## src/rtl/xlat_pkg.sv

```systemverilog
package xlat_pkg;

  localparam int unsigned WAYS   = 4;
  localparam int unsigned WAY_W  = 2;
  localparam int unsigned TREE_W = 3;

  typedef logic [TREE_W-1:0] tree_t;
  typedef logic [WAY_W-1:0]  way_t;

  // bit0 selects the half, bit1 the way in ways 0/1, bit2 the way in ways 2/3
  function automatic way_t tree_victim(tree_t t);
    if (!t[0]) return t[1] ? 2'd1 : 2'd0;
    return t[2] ? 2'd3 : 2'd2;
  endfunction

  // point every node on the path away from the way just used
  function automatic tree_t tree_touch(tree_t t, way_t w);
    tree_t n;
    n    = t;
    n[0] = ~w[1];
    if (!w[1]) n[1] = ~w[0];
    else       n[2] = ~w[0];
    return n;
  endfunction

  function automatic way_t lowest_set(logic [WAYS-1:0] v);
    way_t r;
    r = '0;
    for (int i = WAYS - 1; i >= 0; i--) begin
      if (v[i]) r = WAY_W'(i);
    end
    return r;
  endfunction

endpackage

```

## src/rtl/xlat_plru.sv

```systemverilog
module xlat_plru
  import xlat_pkg::*;
#(
  parameter int unsigned SETS = 16,
  localparam int unsigned IDX_W = $clog2(SETS)
) (
  input  logic             clk,
  input  logic             rst,
  input  logic             use_en,
  input  logic [IDX_W-1:0] use_set,
  input  way_t             use_way,
  input  logic             fill_en,
  input  logic [IDX_W-1:0] fill_set,
  input  way_t             fill_way,
  input  logic [IDX_W-1:0] q_set,
  output way_t             q_victim
);

  tree_t st_q [SETS];

  always_ff @(posedge clk) begin
    if (rst) begin
      for (int s = 0; s < SETS; s++) st_q[s] <= '0;
    end else begin
      if (use_en)  st_q[use_set]  <= tree_touch(st_q[use_set], use_way);
      if (fill_en) st_q[fill_set] <= tree_touch(st_q[fill_set], fill_way);
    end
  end

  assign q_victim = tree_victim(st_q[q_set]);

endmodule

```

## src/rtl/xlat_way_array.sv

```systemverilog
module xlat_way_array
  import xlat_pkg::*;
#(
  parameter int unsigned VPN_W   = 20,
  parameter int unsigned SETS    = 16,
  parameter int unsigned IDX_LSB = 0,
  parameter int unsigned DATA_W  = 25,
  localparam int unsigned IDX_W   = $clog2(SETS),
  localparam int unsigned TAG_LSB = IDX_LSB + IDX_W,
  localparam int unsigned TAG_W   = VPN_W - TAG_LSB
) (
  input  logic                     clk,
  input  logic                     rst,
  input  logic [VPN_W-1:IDX_LSB]   lk_va,
  input  logic                     lk_use,
  output logic                     lk_hit,
  output logic [DATA_W-1:0]        lk_data,
  input  logic                     fl_en,
  input  logic [VPN_W-1:IDX_LSB]   fl_va,
  input  logic [DATA_W-1:0]        fl_data,
  input  logic                     inv_all,
  input  logic                     inv_one,
  input  logic [VPN_W-1:IDX_LSB]   inv_va
);

  // the top bit of each data word is the global flag
  localparam int unsigned GLB = DATA_W - 1;

  logic [WAYS-1:0]   vld_q [SETS];
  logic [WAYS-1:0]   vld_d [SETS];
  logic [TAG_W-1:0]  tag_q [SETS][WAYS];
  logic [DATA_W-1:0] dat_q [SETS][WAYS];

  logic [IDX_W-1:0] lk_set, fl_set, inv_set;
  logic [TAG_W-1:0] lk_tag, fl_tag, inv_tag;
  logic [WAYS-1:0]  lk_hitv, fl_hitv, inv_hitv;
  way_t             lk_way, fl_way, victim;

  assign lk_set  = lk_va[TAG_LSB-1:IDX_LSB];
  assign fl_set  = fl_va[TAG_LSB-1:IDX_LSB];
  assign inv_set = inv_va[TAG_LSB-1:IDX_LSB];
  assign lk_tag  = lk_va[VPN_W-1:TAG_LSB];
  assign fl_tag  = fl_va[VPN_W-1:TAG_LSB];
  assign inv_tag = inv_va[VPN_W-1:TAG_LSB];

  for (genvar w = 0; w < WAYS; w++) begin : g_cmp
    assign lk_hitv[w]  = vld_q[lk_set][w]  && (tag_q[lk_set][w]  == lk_tag);
    assign fl_hitv[w]  = vld_q[fl_set][w]  && (tag_q[fl_set][w]  == fl_tag);
    assign inv_hitv[w] = vld_q[inv_set][w] && (tag_q[inv_set][w] == inv_tag);
  end

  assign lk_hit = |lk_hitv;
  assign lk_way = lowest_set(lk_hitv);

  always_comb begin
    lk_data = '0;
    for (int w = 0; w < WAYS; w++) begin
      if (lk_hitv[w]) lk_data = lk_data | dat_q[lk_set][w];
    end
  end

  // resident page first, then an empty way, then the tree victim
  always_comb begin
    if (|fl_hitv)                fl_way = lowest_set(fl_hitv);
    else if (~&vld_q[fl_set])    fl_way = lowest_set(~vld_q[fl_set]);
    else                         fl_way = victim;
  end

  xlat_plru #(.SETS(SETS)) plru_i (
    .clk      (clk),
    .rst      (rst),
    .use_en   (lk_use && lk_hit),
    .use_set  (lk_set),
    .use_way  (lk_way),
    .fill_en  (fl_en),
    .fill_set (fl_set),
    .fill_way (fl_way),
    .q_set    (fl_set),
    .q_victim (victim)
  );

  always_comb begin
    for (int s = 0; s < SETS; s++) begin
      for (int w = 0; w < WAYS; w++) begin
        vld_d[s][w] = vld_q[s][w];
        if (inv_all && !dat_q[s][w][GLB]) vld_d[s][w] = 1'b0;
        if (inv_one && inv_set == IDX_W'(s) && inv_hitv[w]) vld_d[s][w] = 1'b0;
        if (fl_en && fl_set == IDX_W'(s) && fl_way == WAY_W'(w)) vld_d[s][w] = 1'b1;
      end
    end
  end

  always_ff @(posedge clk) begin
    if (rst) begin
      for (int s = 0; s < SETS; s++) vld_q[s] <= '0;
    end else begin
      for (int s = 0; s < SETS; s++) vld_q[s] <= vld_d[s];
    end
  end

  // tag and data storage carry no reset
  always_ff @(posedge clk) begin
    if (fl_en) begin
      tag_q[fl_set][fl_way] <= fl_tag;
      dat_q[fl_set][fl_way] <= fl_data;
    end
  end

endmodule

```

## src/rtl/xlat_cache.sv

```systemverilog
module xlat_cache
  import xlat_pkg::*;
#(
  parameter int unsigned VPN_W    = 20,
  parameter int unsigned FRAME_W  = 20,
  parameter int unsigned FLAG_W   = 4,
  parameter int unsigned SM_SETS  = 16,
  parameter int unsigned BG_SETS  = 2,
  parameter int unsigned BIG_SPAN = 10
) (
  input  logic               clk,
  input  logic               rst,
  input  logic               lk_req,
  input  logic [VPN_W-1:0]   lk_vpn,
  output logic               lk_hit,
  output logic               lk_big,
  output logic [FRAME_W-1:0] lk_frame,
  output logic [FLAG_W-1:0]  lk_flags,
  output logic               lk_glob,
  input  logic               fl_valid,
  input  logic               fl_large,
  input  logic [VPN_W-1:0]   fl_vpn,
  input  logic [FRAME_W-1:0] fl_frame,
  input  logic [FLAG_W-1:0]  fl_flags,
  input  logic               fl_glob,
  input  logic               inv_all,
  input  logic               inv_one,
  input  logic [VPN_W-1:0]   inv_vpn
);

  localparam int unsigned BG_FRAME_W = FRAME_W - BIG_SPAN;
  localparam int unsigned SM_DATA_W  = 1 + FLAG_W + FRAME_W;
  localparam int unsigned BG_DATA_W  = 1 + FLAG_W + BG_FRAME_W;

  logic                 fl_go;
  logic                 sm_hit, bg_hit;
  logic [SM_DATA_W-1:0] sm_data;
  logic [BG_DATA_W-1:0] bg_data;

  assign fl_go = fl_valid && !inv_all && !inv_one;

  xlat_way_array #(
    .VPN_W(VPN_W), .SETS(SM_SETS), .IDX_LSB(0), .DATA_W(SM_DATA_W)
  ) small_i (
    .clk     (clk),
    .rst     (rst),
    .lk_va   (lk_vpn),
    .lk_use  (lk_req),
    .lk_hit  (sm_hit),
    .lk_data (sm_data),
    .fl_en   (fl_go && !fl_large),
    .fl_va   (fl_vpn),
    .fl_data ({fl_glob, fl_flags, fl_frame}),
    .inv_all (inv_all),
    .inv_one (inv_one),
    .inv_va  (inv_vpn)
  );

  xlat_way_array #(
    .VPN_W(VPN_W), .SETS(BG_SETS), .IDX_LSB(BIG_SPAN), .DATA_W(BG_DATA_W)
  ) large_i (
    .clk     (clk),
    .rst     (rst),
    .lk_va   (lk_vpn[VPN_W-1:BIG_SPAN]),
    .lk_use  (lk_req),
    .lk_hit  (bg_hit),
    .lk_data (bg_data),
    .fl_en   (fl_go && fl_large),
    .fl_va   (fl_vpn[VPN_W-1:BIG_SPAN]),
    .fl_data ({fl_glob, fl_flags, fl_frame[FRAME_W-1:BIG_SPAN]}),
    .inv_all (inv_all),
    .inv_one (inv_one),
    .inv_va  (inv_vpn[VPN_W-1:BIG_SPAN])
  );

  always_comb begin
    lk_hit   = 1'b0;
    lk_big   = 1'b0;
    lk_frame = '0;
    lk_flags = '0;
    lk_glob  = 1'b0;
    if (sm_hit) begin
      lk_hit   = 1'b1;
      lk_frame = sm_data[FRAME_W-1:0];
      lk_flags = sm_data[FRAME_W +: FLAG_W];
      lk_glob  = sm_data[SM_DATA_W-1];
    end else if (bg_hit) begin
      lk_hit   = 1'b1;
      lk_big   = 1'b1;
      lk_frame = {bg_data[BG_FRAME_W-1:0], lk_vpn[BIG_SPAN-1:0]};
      lk_flags = bg_data[BG_FRAME_W +: FLAG_W];
      lk_glob  = bg_data[BG_DATA_W-1];
    end
  end

endmodule

```

## config.mk

```make
export PLATFORM = sky130hd
export DESIGN_NAME = xlat_cache
export DESIGN_NICKNAME = d
export VERILOG_FILES = /design/src/rtl/xlat_pkg.sv /design/src/rtl/xlat_plru.sv /design/src/rtl/xlat_way_array.sv /design/src/rtl/xlat_cache.sv
export SDC_FILE = /design/constraint.sdc
export NUM_CORES = 2
export LEC_CHECK = 0
export ABC_AREA = 1
export BUFFER_PORTS_ARGS = -buffer_cell sky130_fd_sc_hd__buf_2
export CAP_MARGIN = 40
export CORE_MARGIN = 2
export CORE_UTILIZATION = 35
export CTS_CLUSTER_DIAMETER = 50
export DETAILED_ROUTE_END_ITERATION = 10
export HOLD_SLACK_MARGIN = 0.05
export MAX_ROUTING_LAYER = met4
export PLACE_DENSITY_LB_ADDON = 0.15
export SLEW_MARGIN = 25
export SYNTH_ARGS = -nofsm -noshare
export SYNTH_HDL_FRONTEND = slang
export SYNTH_SLANG_ARGS = --single-unit
```

## constraint.sdc

```tcl
create_clock -name clk -period 12.7 [get_ports clk]
set_clock_uncertainty 0.1 [all_clocks]
set_input_delay 1.27 -clock clk [delete_from_list [all_inputs] [get_ports clk]]
set_output_delay 1.27 -clock clk [all_outputs]
set_load 0.005 [all_outputs]
```

# After elaboration in Yosys (flattened, before gate mapping)
# Memories as Yosys holds them, arrays and structs flattened.
# Cells that the tools add are included.
# W data, S select, Z words.
[word_totals] out_inout_bits=27 latchBits=0 reg_bits=0 mem_bits_rw=2942 memories=8 input_bits=92 rom_bits=0 word_cells=1091
[op_classes] n_lt_le_gt_ge=4 bitwise_logic=92 n_mul=0 n_reduce_logical=449 shifts=0 mux=402 add_sub_neg=0 div_mod_pow=0 n_eq_ne=136
[memory_table] memory="small_i.dat_q" words=16 word_bits=100 rd=17 rd_clocked_by_memory_dff=0 wr=1 line="xlat_way_array.sv:32" text="logic [DATA_W-1:0] dat_q [SETS][WAYS];"
[memory_table] memory="small_i.tag_q" words=16 word_bits=64 rd=3 rd_clocked_by_memory_dff=0 wr=1 line="xlat_way_array.sv:31" text="logic [TAG_W-1:0] tag_q [SETS][WAYS];"
[memory_table] memory="large_i.dat_q" words=2 word_bits=60 rd=3 rd_clocked_by_memory_dff=0 wr=1 line="xlat_way_array.sv:32"
[memory_table] memory="large_i.tag_q" words=2 word_bits=36 rd=3 rd_clocked_by_memory_dff=0 wr=1 line="xlat_way_array.sv:31"
[memory_table] memory="small_i.vld_q" words=16 word_bits=4 rd=3 rd_clocked_by_memory_dff=0 wr=16 line="xlat_way_array.sv:29" text="logic [WAYS-1:0] vld_q [SETS];"
[memory_table] memory="small_i.plru_i.st_q" words=16 word_bits=3 rd=1 rd_clocked_by_memory_dff=0 wr=16 line="xlat_plru.sv:19" text="tree_t st_q [SETS];"
[memory_table] memory="+2 memories"
[ops] operator="$mux W1" count=340
[ops] operator="$logic_and A1 B1 Y1" count=284
[ops] operator="$ne A3 B3 Y1 const B" count=76
[ops] operator="$eq A16 B16 Y1" count=12
[ops] operator="$reduce_and A2 Y1" count=76
[ops] operator="$mux W25" count=5
[ops] operator="$eq A9 B9 Y1" count=12
[ops] operator="$mux W100" count=1
[ops] operator="$logic_not A1 Y1" count=75
[ops] operator="$mux W15" count=5
[ops] operator="$or A25 B25 Y25" count=3
[ops] operator="$or A1 B1 Y1" count=72
[ops] operator="$eq A4 B4 Y1 const B" count=16
[ops] operator="$mux W64" count=1
[ops] operator="$mux W2" count=30
[ops] operator="$mux W60" count=1
[ops] operator="$demux W25 S2" count=1
[ops] operator="$or A15 B15 Y15" count=3
[ops] operator="$mux W20" count=2
[ops] operator="$mux W36" count=1
[ops] operator="$demux W16 S2" count=1
[ops] operator="$eq A4 B3 Y1 const B" count=8
[ops] operator="$demux W15 S2" count=1
[ops] operator="$demux W9 S2" count=1
[ops] operator="18 further kinds" count=56

# Logic depth before layout (Yosys ltp)
# An unclocked memory read counts as a cell.
[depth] word_depth=14 mapped_depth=26 depth_no_buf=22

# By module
# Synthesis repeated with hierarchy kept, for this count alone.
[hier_totals] hier_cells=14873 area_unflattened_um2=144061.9
[by_module_without_submodules] mod="xlat_way_array (small_i)" seq_area_each_um2=80717.4 n_inst=1 cells_each=12951 area_each_um2=128773.5
[by_module_without_submodules] mod="xlat_way_array (large_i)" seq_area_each_um2=6005.8 n_inst=1 cells_each=1240 area_each_um2=10795.4
[by_module_without_submodules] mod="xlat_plru (small_i.plru_i)" seq_area_each_um2=1441.4 n_inst=1 cells_each=530 area_each_um2=3534.6
[by_module_without_submodules] mod="xlat_cache" seq_area_each_um2=0.0 n_inst=1 cells_each=93 area_each_um2=504.2
[by_module_without_submodules] mod="xlat_plru (large_i.plru_i)" seq_area_each_um2=180.2 n_inst=1 cells_each=59 area_each_um2=454.2

# Worst setup path before layout
# No wires, ideal clock.
[synth_timing] kind="input to register" startpoint="input fl_vpn[10]" endpoint="memory large_i.vld_q[0][3] (data pin)" setup_slack_ns=6.991 setup_ns=0.155 required_time_ns=12.445 n_path_buf=2 cell_stages=14 arrival_time_ns=5.454 cell_sequence="buf_2 > inv_1 > clkbuf_1 > nand2_1 > o21ai_0 > nor2_1 > nor3_1 > nand4_1 > nor2_1 > inv_1 > a21oi_1 > nand2_1 > nor4_1 > a21boi_1"
[synth_lines] element="start: declaration" line="xlat_cache.sv:22" text="input logic [VPN_W-1:0] fl_vpn,"
[synth_lines] element="end: declaration" line="xlat_way_array.sv:29"

# Worst setup path in the final report
[layout_timing] startpoint="input lk_vpn[0]" endpoint="output lk_frame[6]"
[layout_via] elab_chain_cells=11 word_cells_on_any_way=20 classes_between="eq/ne: 4; mux: 5; bitwise: 3; reduce/logical: 5; memory: 3"
[layout_rtl] element="start: declaration" line="xlat_cache.sv:14" text="input logic [VPN_W-1:0] lk_vpn,"
[layout_rtl] element="$mem_v2 Z16 W64"
[layout_rtl] element="$eq A16 B16 Y1" line="xlat_way_array.sv:47" text="assign lk_hitv[w] = vld_q[lk_set][w] && (tag_q[lk_set][w] == lk_tag);"
[layout_rtl] element="$logic_and A1 B1 Y1" line="xlat_way_array.sv:47"
[layout_rtl] element="$mux W25" line="xlat_way_array.sv:58" text="if (lk_hitv[w]) lk_data = lk_data | dat_q[lk_set][w];"
[layout_rtl] element="$or A25 B25 Y25" line="xlat_way_array.sv:58"
[layout_rtl] element="$mux W25" line="xlat_way_array.sv:58"
[layout_rtl] element="$or A25 B25 Y25" line="xlat_way_array.sv:58"
[layout_rtl] element="$mux W25" line="xlat_way_array.sv:58"
[layout_rtl] element="$or A25 B25 Y25" line="xlat_way_array.sv:58"
[layout_rtl] element="$mux W25" line="xlat_way_array.sv:58"
[layout_rtl] element="$mux W20 *" line="xlat_cache.sv:82" text="if (sm_hit) begin"
[layout_rtl] element="end: declaration" line="xlat_cache.sv:17" text="output logic [FRAME_W-1:0] lk_frame,"
# Every way passes the cells marked *; elsewhere a longest branch is shown, timed or not.

==> impl_metrics.csv <==
group,metric,value,unit
outcome,status,"finished, final reports clean",
clock_tree,cts_tree,"built",
yosys,synth_edf_count,2942,
clock_tree,clock_path_buffers,4,
sta,drv_slew,0,
yosys,synth_area_leaders,"edfxtp_1, nand2_1, a22oi_1",
clock_tree,htree_levels,5,
routing,drc,0,
clock_tree,insertion_delay,1.03,ns
routing,via_per_inst,5.89,
placement,place_congestion,1.01,
power,cellPowerDensity,150,nW/um^2
global_route,grt_pass1_wl,905000,um
worst_setup_path,crit_path_frequent_cell,"nand2_1",
yosys,synthArstFlopShare,0,%
routing,ant_nets,0,
yosys,yosysTopAreaCell,"edfxtp_1",
yosys,ys.flop_type,"edfxtp_1",
placement,dp.cells,19100,
worst_setup_path,cp_top_family,"simple AND/OR/NAND/NOR gates",
floorplan,design.die.area,405000,um^2
sta,max-slew-margin-rel,24.8,%
sta,min_period_over_period,74.0,%
cells_and_area,drive_gt1_share,8.85,%
sta,setup_viol,0,
placement,hpwlAfterDp,399000,um
floorplan,core_area,399000,um^2
cells_and_area,fin_nets,14400,
yosys,ys_seq_area_share,63.1,%
sta,rsz0062_at_grt,"false",
routing,drtPass1Iterations,8,
worst_setup_path,crit_type,"in -> out",
sta,tns,0,ns
yosys,ys_warn_count,0,
cells_and_area,final_core_util,40.5,%
worst_setup_path,cpPeakStageDelay,0.78,ns
clock_tree,ctsResizeCount,0,
sta,whs,0.551,ns
worst_setup_path,crit_fanout,68,
global_route,grt_pass1_vias,109000,
routing,vias,118000,
power,leakage,0.0608,uW
global_route,grt_overflow,0,
yosys,postSynthAreaPerCell,9.82,um^2
worst_setup_path,required,11.33,ns
cells_and_area,area_growth_syn_to_layout,15.4,%
floorplan,die_x,637,um
global_route,grt_usage,32.8,%
yosys,ys_types,51,
yosys,synth.top_cells.by_count,"nand2_1, edfxtp_1, nor2_1",
routing,routedWlPerCell,33.3,um
floorplan,io_pins,119,
worst_setup_path,start_kind,"primary input",
power,power.total,24200,uW
yosys,synthCells,14300,
yosys,synth.net_count,14400,
cells_and_area,fin_cells,20000,
clock_tree,clkSinkCount,2942,
worst_setup_path,critPathBufInv,8,
clock_tree,post-cts-setup-buffers,0,
clock_tree,numCtsBuffers,394,
floorplan,die_h,637,um
clock_tree,hold_buffers,0,
sta,fmax,0.106,GHz
worst_setup_path,critPathSlowestCell,"nand4_1",
run,cap_violations,0,
floorplan,initial_core_util,35.1,%
routing,wirelength,666000,um
yosys,synth_top_area_share,63.1,%
worst_setup_path,arrival,8.03,ns
yosys,synth_area,140000,um^2
global_route,grt_max_degree,124,
yosys,synth_seq_cells,2942,
sta,post-route-min-period,9.40,ns
clock_tree,clockRootBuffer,"clkbuf_16",
yosys,yosysMostFrequentCell,"nand2_1",
sta,worst_pin_slew,1.12,ns
floorplan,rows,232,
placement,port_buffers,118,
power,peakVddDrop,0.000112,V
sta,hold_violations,0,
routing,drt_iter0_drc,18500,
global_route,grt_antenna_before_repair,62,
clock_tree,cts.clk_slew.worst_paths,0.06,ns
worst_setup_path,crit_chain,"buf_8, buf_4, nand2_8, inv_8, buf_4, nand2_1, nand4_1, nand2_1, nand2_1, inv_1, nand2_1, nand2_1, nor2_1, nand2_1, nor2_1, nand3_2, buf_4, nand2_1, inv_1, nand2_2, nor2_4, nand2_1, nand4_1, buf_2",
worst_setup_path,cp-end-kind,"output port",
worst_hold_path,hp-class,"in -> reg",
## per-stage QoR
step,worst slack (ns),area (um^2)
finish,3.30,162000
global route,3.48,162000
CTS,3.76,161000
detailed placement,3.76,148000
global placement,2.97,147000
floorplan,6.99,140000
## path summary, 6_finish.rpt
path,cells after the start,startpoint,to,slack (ns)
max,24,lk_vpn[0],lk_frame[6],3.30
min,1,fl_vpn[13],small_i.tag_q[6][9],0.55
max reg2reg,19,small_i.tag_q[9][20],small_i.dat_q[11][5],6.74
min reg2reg,3,small_i.dat_q[14][24],small_i.vld_q[14][3],0.66
## worst reg2reg max path: stages (launching register included)
cell and delay (ns):
edfxtp_1 0.44, nand2_1 0.08, o21ai_0 0.12, nand2_1 0.11, nand2_1 0.06, nand2_1 0.05
nand2_1 0.16, o21ai_1 0.73, nand2_1 0.24, nor2_1 0.17, nand2_1 0.08, nor2_1 0.10
nand3_1 0.33, nand3_1 0.20, nand2_2 0.10, buf_4 0.26, nor2_1 0.68, nand2_1 0.20
clkinv_2 0.49, buf_4 0.80
## cells by family (layout without fill, tap and decap cells)
family,count (synthesis),after routing,synth area share (%)
AO/OA/AOI/OAI,2994,2994,13.1
AND/OR/NAND/NOR,6579,6579,18.5
multiplexers,17,17,0.121
XOR/XNOR,76,76,0.475
flip-flops,2942,2942,63.1
buffers and inverters,1659,2022,4.72
other,0,77,0
## layer usage
metal | GRT usage [%] | routed length, um | vias to the layer above
met5 | - | 0 | -
met4 | 20.4 | 49400 | 0
met3 | 7.42 | 72000 | 1914
met2 | 47.9 | 288000 | 7564
met1 | 41.3 | 256000 | 57800
li1 | - | - | 50300
## area by class of cell
type                            count  area [um^2]
Multi-Input combinational cell   9666        45500
Timing Repair Buffer              524         4790
Clock inverter                    272         2970
Tap cell                         5265         6590
Sequential cell                  2942        88300
Antenna cell                       77          193
Inverter                          774         3100
Fill cell                       38900       237000
Clock buffer                      452        10200
## registers in the layout, summed over array words and instances, names as in the netlist
register / flops
small_i.vld_q: 64
large_i.tag_q: 72
small_i.dat_q: 1600
large_i.vld_q: 8
large_i.dat_q: 120
small_i.tag_q: 1024
small_i.plru_i.st_q: 48
large_i.plru_i.st_q: 6
## power breakdown
group / internal, uW / switching (uW) / total (uW)
Combinational: 480 / 1710 / 2190
Sequential: 10700 / 16.4 / 10700
Clock: 6760 / 4570 / 11300
Total: 17900 / 6290 / 24200
## layout by cell type, fill, tap and decap left out, types with 53 or more instances in the layout
cell type / synthesis / routed
clkbuf_1: 543 / 53
o21ai_1: 101 / 102
nand4_1: 144 / 144
nor4_1: 73 / 66
o21ai_0: 921 / 920
edfxtp_1: 2942 / 2942
buf_2: 243 / 101
o211ai_1: 96 / 96
nor2_1: 1055 / 1032
o22ai_1: 358 / 357
nand3_1: 377 / 375
a22oi_1: 909 / 909
clkinv_1: 8 / 71
o221ai_1: 76 / 76
xor2_1: 75 / 75
a21oi_1: 466 / 466
buf_4: 19 / 333
clkinv_2: 0 / 77
clkbuf_16: 0 / 399
diode_2: 0 / 77
nand2_1: 4850 / 4843
inv_1: 748 / 682
No activity file was read; power rests on OpenSTA's default activity.
